File: src/rtl/sdr_seq_pkg.sv
package sdr_seq_pkg;
  localparam int LEN_CODE_W = 3;
  localparam logic [LEN_CODE_W-1:0] LEN_PAGE = 3'd7;
  localparam logic [LEN_CODE_W-1:0] LEN_MAX_FIXED = 3'd3;

  typedef struct packed {
    logic       err;
    logic       full;
    logic [2:0] last_idx;
  } len_dec_t;
endpackage

File: src/rtl/sdr_cfg_decode.sv
module sdr_cfg_decode
  import sdr_seq_pkg::*;
(
  input  logic [LEN_CODE_W-1:0] len_code,
  input  logic                  interleave,
  output len_dec_t              dec
);
  logic fixed_ok;

  always_comb begin
    fixed_ok     = (len_code <= LEN_MAX_FIXED);
    dec.full     = (len_code == LEN_PAGE);
    dec.err      = !(fixed_ok || dec.full) || (dec.full && interleave);
    dec.last_idx = fixed_ok ? 3'((4'd1 << len_code[1:0]) - 4'd1) : 3'd0;
  end
endmodule

File: src/rtl/sdr_col_gen.sv
module sdr_col_gen #(
  parameter int COL_W = 10
) (
  input  logic [COL_W-1:0] base,
  input  logic [COL_W-1:0] idx,
  input  logic [COL_W-1:0] mask,
  input  logic             interleave,
  output logic [COL_W-1:0] col
);
  logic [COL_W-1:0] moving;

  always_comb begin
    moving = interleave ? (base ^ idx) : (base + idx);
    col    = (base & ~mask) | (moving & mask);
  end
endmodule

File: src/rtl/sdr_rd_pipe.sv
module sdr_rd_pipe #(
  parameter int MAX_LAT = 3
) (
  input  logic clk,
  input  logic rst_n,
  input  logic in_valid,
  input  logic in_last,
  input  logic lat_max,
  output logic out_valid,
  output logic out_last,
  output logic pending
);
  logic [MAX_LAT-1:0] v_q;
  logic [MAX_LAT-1:0] l_q;
  int unsigned tap;

  for (genvar i = 0; i < MAX_LAT; i++) begin : g_stage
    if (i == 0) begin : g_head
      always_ff @(posedge clk or negedge rst_n) begin
        if (!rst_n) begin
          v_q[0] <= 1'b0;
          l_q[0] <= 1'b0;
        end else begin
          v_q[0] <= in_valid;
          l_q[0] <= in_valid && in_last;
        end
      end
    end else begin : g_body
      always_ff @(posedge clk or negedge rst_n) begin
        if (!rst_n) begin
          v_q[i] <= 1'b0;
          l_q[i] <= 1'b0;
        end else begin
          v_q[i] <= v_q[i-1];
          l_q[i] <= l_q[i-1];
        end
      end
    end
  end

  always_comb begin
    tap       = lat_max ? MAX_LAT - 1 : MAX_LAT - 2;
    out_valid = v_q[tap];
    out_last  = l_q[tap];
    pending   = 1'b0;
    for (int i = 0; i < MAX_LAT; i++) begin
      if (i <= int'(tap)) pending = pending | v_q[i];
    end
  end

  // read data emerges exactly the latency after the read beat
  assert_rd_delay_long_R9: assert property (@(posedge clk) disable iff (!rst_n)
    lat_max && out_valid |-> $past(in_valid, 3));
  assert_rd_delay_short_R9: assert property (@(posedge clk) disable iff (!rst_n)
    !lat_max && out_valid |-> $past(in_valid, 2));
endmodule

File: src/rtl/sdr_burst_seq.sv
module sdr_burst_seq
  import sdr_seq_pkg::*;
#(
  parameter int COL_W  = 10,
  parameter int BANK_W = 2
) (
  input  logic                  clk,
  input  logic                  rst_n,
  input  logic [LEN_CODE_W-1:0] cfg_len_code,
  input  logic                  cfg_interleave,
  input  logic                  cfg_cas3,
  input  logic                  cfg_single_write,
  output logic                  cfg_err,
  input  logic                  start_valid,
  output logic                  start_ready,
  input  logic [BANK_W-1:0]     start_bank,
  input  logic [COL_W-1:0]      start_col,
  input  logic                  start_write,
  input  logic                  term,
  output logic                  beat_valid,
  output logic [BANK_W-1:0]     beat_bank,
  output logic [COL_W-1:0]      beat_col,
  output logic                  beat_write,
  output logic                  beat_last,
  output logic                  wr_data_ready,
  output logic                  rd_data_valid,
  output logic                  rd_data_last,
  output logic                  busy
);
  localparam int MAX_LAT = 3;

  len_dec_t          dec;
  logic              run_q, wr_q, intl_q, full_q, lat3_q, single_q;
  logic [COL_W-1:0]  idx_q, base_q, mask_w, col_w;
  logic [BANK_W-1:0] bank_q;
  logic [2:0]        last_q;
  logic              accept, one_beat, final_beat, rd_pending;

  sdr_cfg_decode u_dec (
    .len_code   (cfg_len_code),
    .interleave (cfg_interleave),
    .dec        (dec)
  );

  assign cfg_err     = dec.err;
  assign start_ready = !busy && !dec.err;
  assign accept      = start_valid && start_ready;
  assign one_beat    = cfg_single_write && start_write;

  always_ff @(posedge clk or negedge rst_n) begin
    if (!rst_n) begin
      run_q    <= 1'b0;
      idx_q    <= '0;
      base_q   <= '0;
      bank_q   <= '0;
      wr_q     <= 1'b0;
      intl_q   <= 1'b0;
      full_q   <= 1'b0;
      last_q   <= '0;
      lat3_q   <= 1'b0;
      single_q <= 1'b0;
    end else if (accept) begin
      run_q    <= 1'b1;
      idx_q    <= '0;
      base_q   <= start_col;
      bank_q   <= start_bank;
      wr_q     <= start_write;
      intl_q   <= cfg_interleave;
      full_q   <= dec.full && !one_beat;
      last_q   <= one_beat ? 3'd0 : dec.last_idx;
      lat3_q   <= cfg_cas3;
      single_q <= cfg_single_write;
    end else if (run_q) begin
      if (final_beat) run_q <= 1'b0;
      else            idx_q <= idx_q + 1'b1;
    end
  end

  assign mask_w = full_q ? {COL_W{1'b1}} : COL_W'(last_q);

  sdr_col_gen #(.COL_W(COL_W)) u_col (
    .base       (base_q),
    .idx        (idx_q),
    .mask       (mask_w),
    .interleave (intl_q),
    .col        (col_w)
  );

  assign beat_valid    = run_q;
  assign beat_bank     = bank_q;
  assign beat_col      = col_w;
  assign beat_write    = wr_q;
  assign beat_last     = run_q && !full_q && (idx_q == COL_W'(last_q));
  assign final_beat    = run_q && (beat_last || term);
  assign wr_data_ready = run_q && wr_q;

  sdr_rd_pipe #(.MAX_LAT(MAX_LAT)) u_pipe (
    .clk       (clk),
    .rst_n     (rst_n),
    .in_valid  (run_q && !wr_q),
    .in_last   (final_beat),
    .lat_max   (lat3_q),
    .out_valid (rd_data_valid),
    .out_last  (rd_data_last),
    .pending   (rd_pending)
  );

  assign busy = run_q || rd_pending;

  assert_err_blocks_R1: assert property (@(posedge clk) disable iff (!rst_n)
    cfg_err && !busy |=> !beat_valid);
  assert_bank_stable_R2: assert property (@(posedge clk) disable iff (!rst_n)
    beat_valid && $past(beat_valid) |-> $stable(beat_bank) && $stable(beat_write));
  assert_last_ends_R6: assert property (@(posedge clk) disable iff (!rst_n)
    beat_valid && beat_last |=> !beat_valid);
  assert_term_ends_R7: assert property (@(posedge clk) disable iff (!rst_n)
    beat_valid && term |=> !beat_valid);
  assert_single_write_R8: assert property (@(posedge clk) disable iff (!rst_n)
    beat_valid && beat_write && single_q |-> beat_last);
  assert_no_clash_R10: assert property (@(posedge clk) disable iff (!rst_n)
    rd_data_valid |-> !wr_data_ready);
  assert_busy_tail_R11: assert property (@(posedge clk) disable iff (!rst_n)
    rd_data_valid |-> busy && !start_ready);
endmodule

File: config.mk
export PLATFORM = sky130hd
export DESIGN_NAME = sdr_burst_seq
export DESIGN_NICKNAME = d
export VERILOG_FILES = /design/src/rtl/sdr_seq_pkg.sv /design/src/rtl/sdr_cfg_decode.sv /design/src/rtl/sdr_col_gen.sv /design/src/rtl/sdr_rd_pipe.sv /design/src/rtl/sdr_burst_seq.sv
export SDC_FILE = /design/constraint.sdc
export NUM_CORES = 1
export LEC_CHECK = 0
export BUFFER_PORTS_ARGS = -buffer_cell sky130_fd_sc_hd__buf_2
export CAP_MARGIN = 20
export CORE_AREA = 2 2 77 79
export DETAILED_ROUTE_END_ITERATION = 10
export DIE_AREA = 0 0 79 81
export SYNTH_ARGS = -nofsm -noshare
export SYNTH_HDL_FRONTEND = slang
export SYNTH_SLANG_ARGS = --single-unit
File: constraint.sdc
create_clock -name clk -period 6 [get_ports clk]
set_input_delay 1.2 -clock clk [delete_from_list [all_inputs] [get_ports clk]]
set_output_delay 1.2 -clock clk [all_outputs]
set_load 0.05 [all_outputs]
==> impl_metrics.ini <==
[sta]
report.final.slew_viol_count = 0
relSlewSlack = 0.461
finalCriticalPeriod_ps = 4160
period_share = 0.694
holdWs_ps = 362
clock_skew_ps = 2.66
rsz0062_at_grt = no
hold_viol = 0
setup_viol = 0
clock.fmax_ghz = 0.240
worst_pin_slew_ps = 809
setup_tns_ps = 0

[placement]
port_buffers = 43
dp_hpwl_um = 3590
routabilityCongestion = 0.789
placed_area_mm2 = 0.00245

[worst_setup_path]
crit_required_ps = 4800
endpoint_kind = output port
path_class = reg -> out
startpoint_type = flop
ff2ff_setup_slack_ps = 3900
arrival_ps = 2960
worstPathMaxFanout = 7

[floorplan]
die_width_um = 79
die_area_mm2 = 0.00640
die_y_um = 81
ios = 44
start_util = 0.384
core-area_mm2 = 0.00568
fp-row-count = 28

[clock_tree]
cts.sinks = 36
cts_made_buffers = 5
clock_path_buffers = 2
cts_root_buf = clkbuf_8
cts_tree = built
cts.clk_slew.worst_paths_ps = 70
htreeDepth = 2
cts_resized = 0
post-cts-setup-buffer-count = 0
clk_latency_ps = 290
cts_hold_buf = 0

[worst_hold_path]
hold_class = reg -> reg

[pwr]
ir_drop_v = 0.000209
power.density_mw_per_mm2 = 556
leakagePower_nw = 1.24

[finish]
drive_above_1_share = 0.205
nets = 325
multi_input_area_mm2 = 0.00122
seqCellArea_um2 = 901
area_growth_pct = 17.4
insertedDiodeCount = 0
design_area_mm2 = 0.00256
fillers = 589

[synthesis]
synth_nets = 283
avgSynthCellArea_um2 = 8.76
synth_top_family_by_area = simple AND/OR/NAND/NOR gates
synth_compound_area_frac = 0.189
synthAdderAreaFrac = 0.0666
seq_area_frac_synth = 0.413
synth_simple_gate_area_frac = 0.240
ys_warn_count = 0
synthArstFlopShare = 1.00
synthMuxAreaShare = 0.0338
synth_edf_count = 0
synth_cell_types = 42
ys.flop_type = dfrtp_1
synthCells = 249
synth_xor_area_frac = 0.0281
ys_ff_latch = 36
synth_area_mm2 = 0.00218

[route]
wire_per_inst_um = 13.5
drcViolationCount = 0
drt-vias-per-instance = 5.27
drtPass1Iterations = 4
routed_wl_um = 4960
ant_nets = 0
vias = 1933
drt-initial-drc-count = 86

[global_route]
grt_pass1_wl_um = 8420
globalRouteTotalUtil = 0.167
grt_max_degree = 37
grt_pass1_vias = 1789
antenna_found_initial = 0
grt.overflow.total = 0

[status]
status = finished, final reports clean

[run]
drv_cap = 0
cells by family after synthesis:
family                   count (synthesis)
AND/OR/NAND/NOR                        113
buffers and inverters                   14
AO/OA/AOI/OAI                           61
adder cells (fa/ha/maj)                 11
multiplexers                             7
flip-flops                              36
XOR/XNOR                                 7
metrics by stage:
step | power [mW] | worst slack, ps | std cells | util
finish | 1.42 | 1840 | 367 | 0.451
CTS | 1.44 | 1860 | 367 | 0.451
global placement | 1.21 | 2220 | 359 | 0.432
floorplan | 1.05 | 1940 | 249 | -
global route | 1.54 | 1710 | 367 | 0.451
detailed placement | 1.22 | 2210 | 359 | 0.432
report_power, final:
group          switching, mW  total (mW)  internal [mW]
combinational          0.547       0.776          0.229
sequential             0.109       0.434          0.325
clock                 0.0904       0.213          0.123
worst max-delay path, cell delays in order (launching register included):
cell       delay (ps)
dfrtp_1           450
ha_1              270
fa_1              420
a211oi_1          300
o21bai_1          150
a2111oi_0         520
o31ai_1           110
a31oi_1           160
buf_2             280
Yosys cell counts, types with 3 or more instances:
cell,count,area share
o21ai_0,14,0.032
or4_1,4,0.014
and2_1,5,0.014
mux2_2,3,0.015
nor3_1,6,0.014
nor2_1,14,0.024
ha_1,10,0.057
inv_1,6,0.010
nand2_1,61,0.10
or3_1,4,0.011
a31oi_1,5,0.014
nand3_1,5,0.011
dfrtp_1,36,0.41
xnor2_1,6,0.024
mux2i_1,4,0.018
clkbuf_1,4,0.0069
o31ai_1,8,0.028
a21oi_1,14,0.032
nor2b_1,3,0.0086
nand4_1,3,0.0086
o211ai_1,5,0.017
layout by cell type (no fill, tap or decap), types with 3 or more instances in the layout:
cell,synthesis,layout
a21oi_1,14,14
a31oi_1,5,5
and2_1,5,5
buf_2,2,43
clkbuf_8,0,5
dfrtp_1,36,36
ha_1,10,10
inv_1,6,6
mux2_2,3,3
mux2i_1,4,4
nand2_1,61,61
nand3_1,5,5
nand4_1,3,3
nor2_1,14,14
nor2b_1,3,3
nor3_1,6,6
o211ai_1,5,5
o21ai_0,14,14
o31ai_1,8,8
or3_1,4,4
or4_1,4,4
xnor2_1,6,6
path summary, 6_finish.rpt:
check / startpoint / to / cells after the start
worst max-delay path: idx_q[0] / beat_col[8] / 8
worst min-delay path: u_pipe.l_q[0] / u_pipe.l_q[1] / 0
worst max register to register: beat_valid / last_q[1] / 5
worst min register to register: u_pipe.l_q[0] / u_pipe.l_q[1] / 0
max in group asynchronous: rst_n / last_q[2] / 1
min in group asynchronous: rst_n / beat_bank[0] / 1
state kept, by name, summed over array words and instances, names as in the netlist, 2 cells and up:
register	count
base_q	10
beat_bank	2
idx_q	10
last_q	3
u_pipe.l_q	3
u_pipe.v_q	3
layer usage:
layer  track usage  up-vias  share of wire
met4        0.0431        0         0.0077
met1         0.219      927           0.46
met2         0.286       29           0.50
met5             0        -              0
li1              -      973              -
met3        0.0333        4          0.029
final cells by class:
class / instances / area share
Clock inverter: 3 / 0.0166
Multi-Input combinational cell: 199 / 0.475
Inverter: 6 / 0.00879
Tap cell: 75 / 0.0366
Clock buffer: 5 / 0.0269
Sequential cell: 36 / 0.352
Timing Repair Buffer: 43 / 0.0840
No activity file was read; power rests on OpenSTA's default activity.
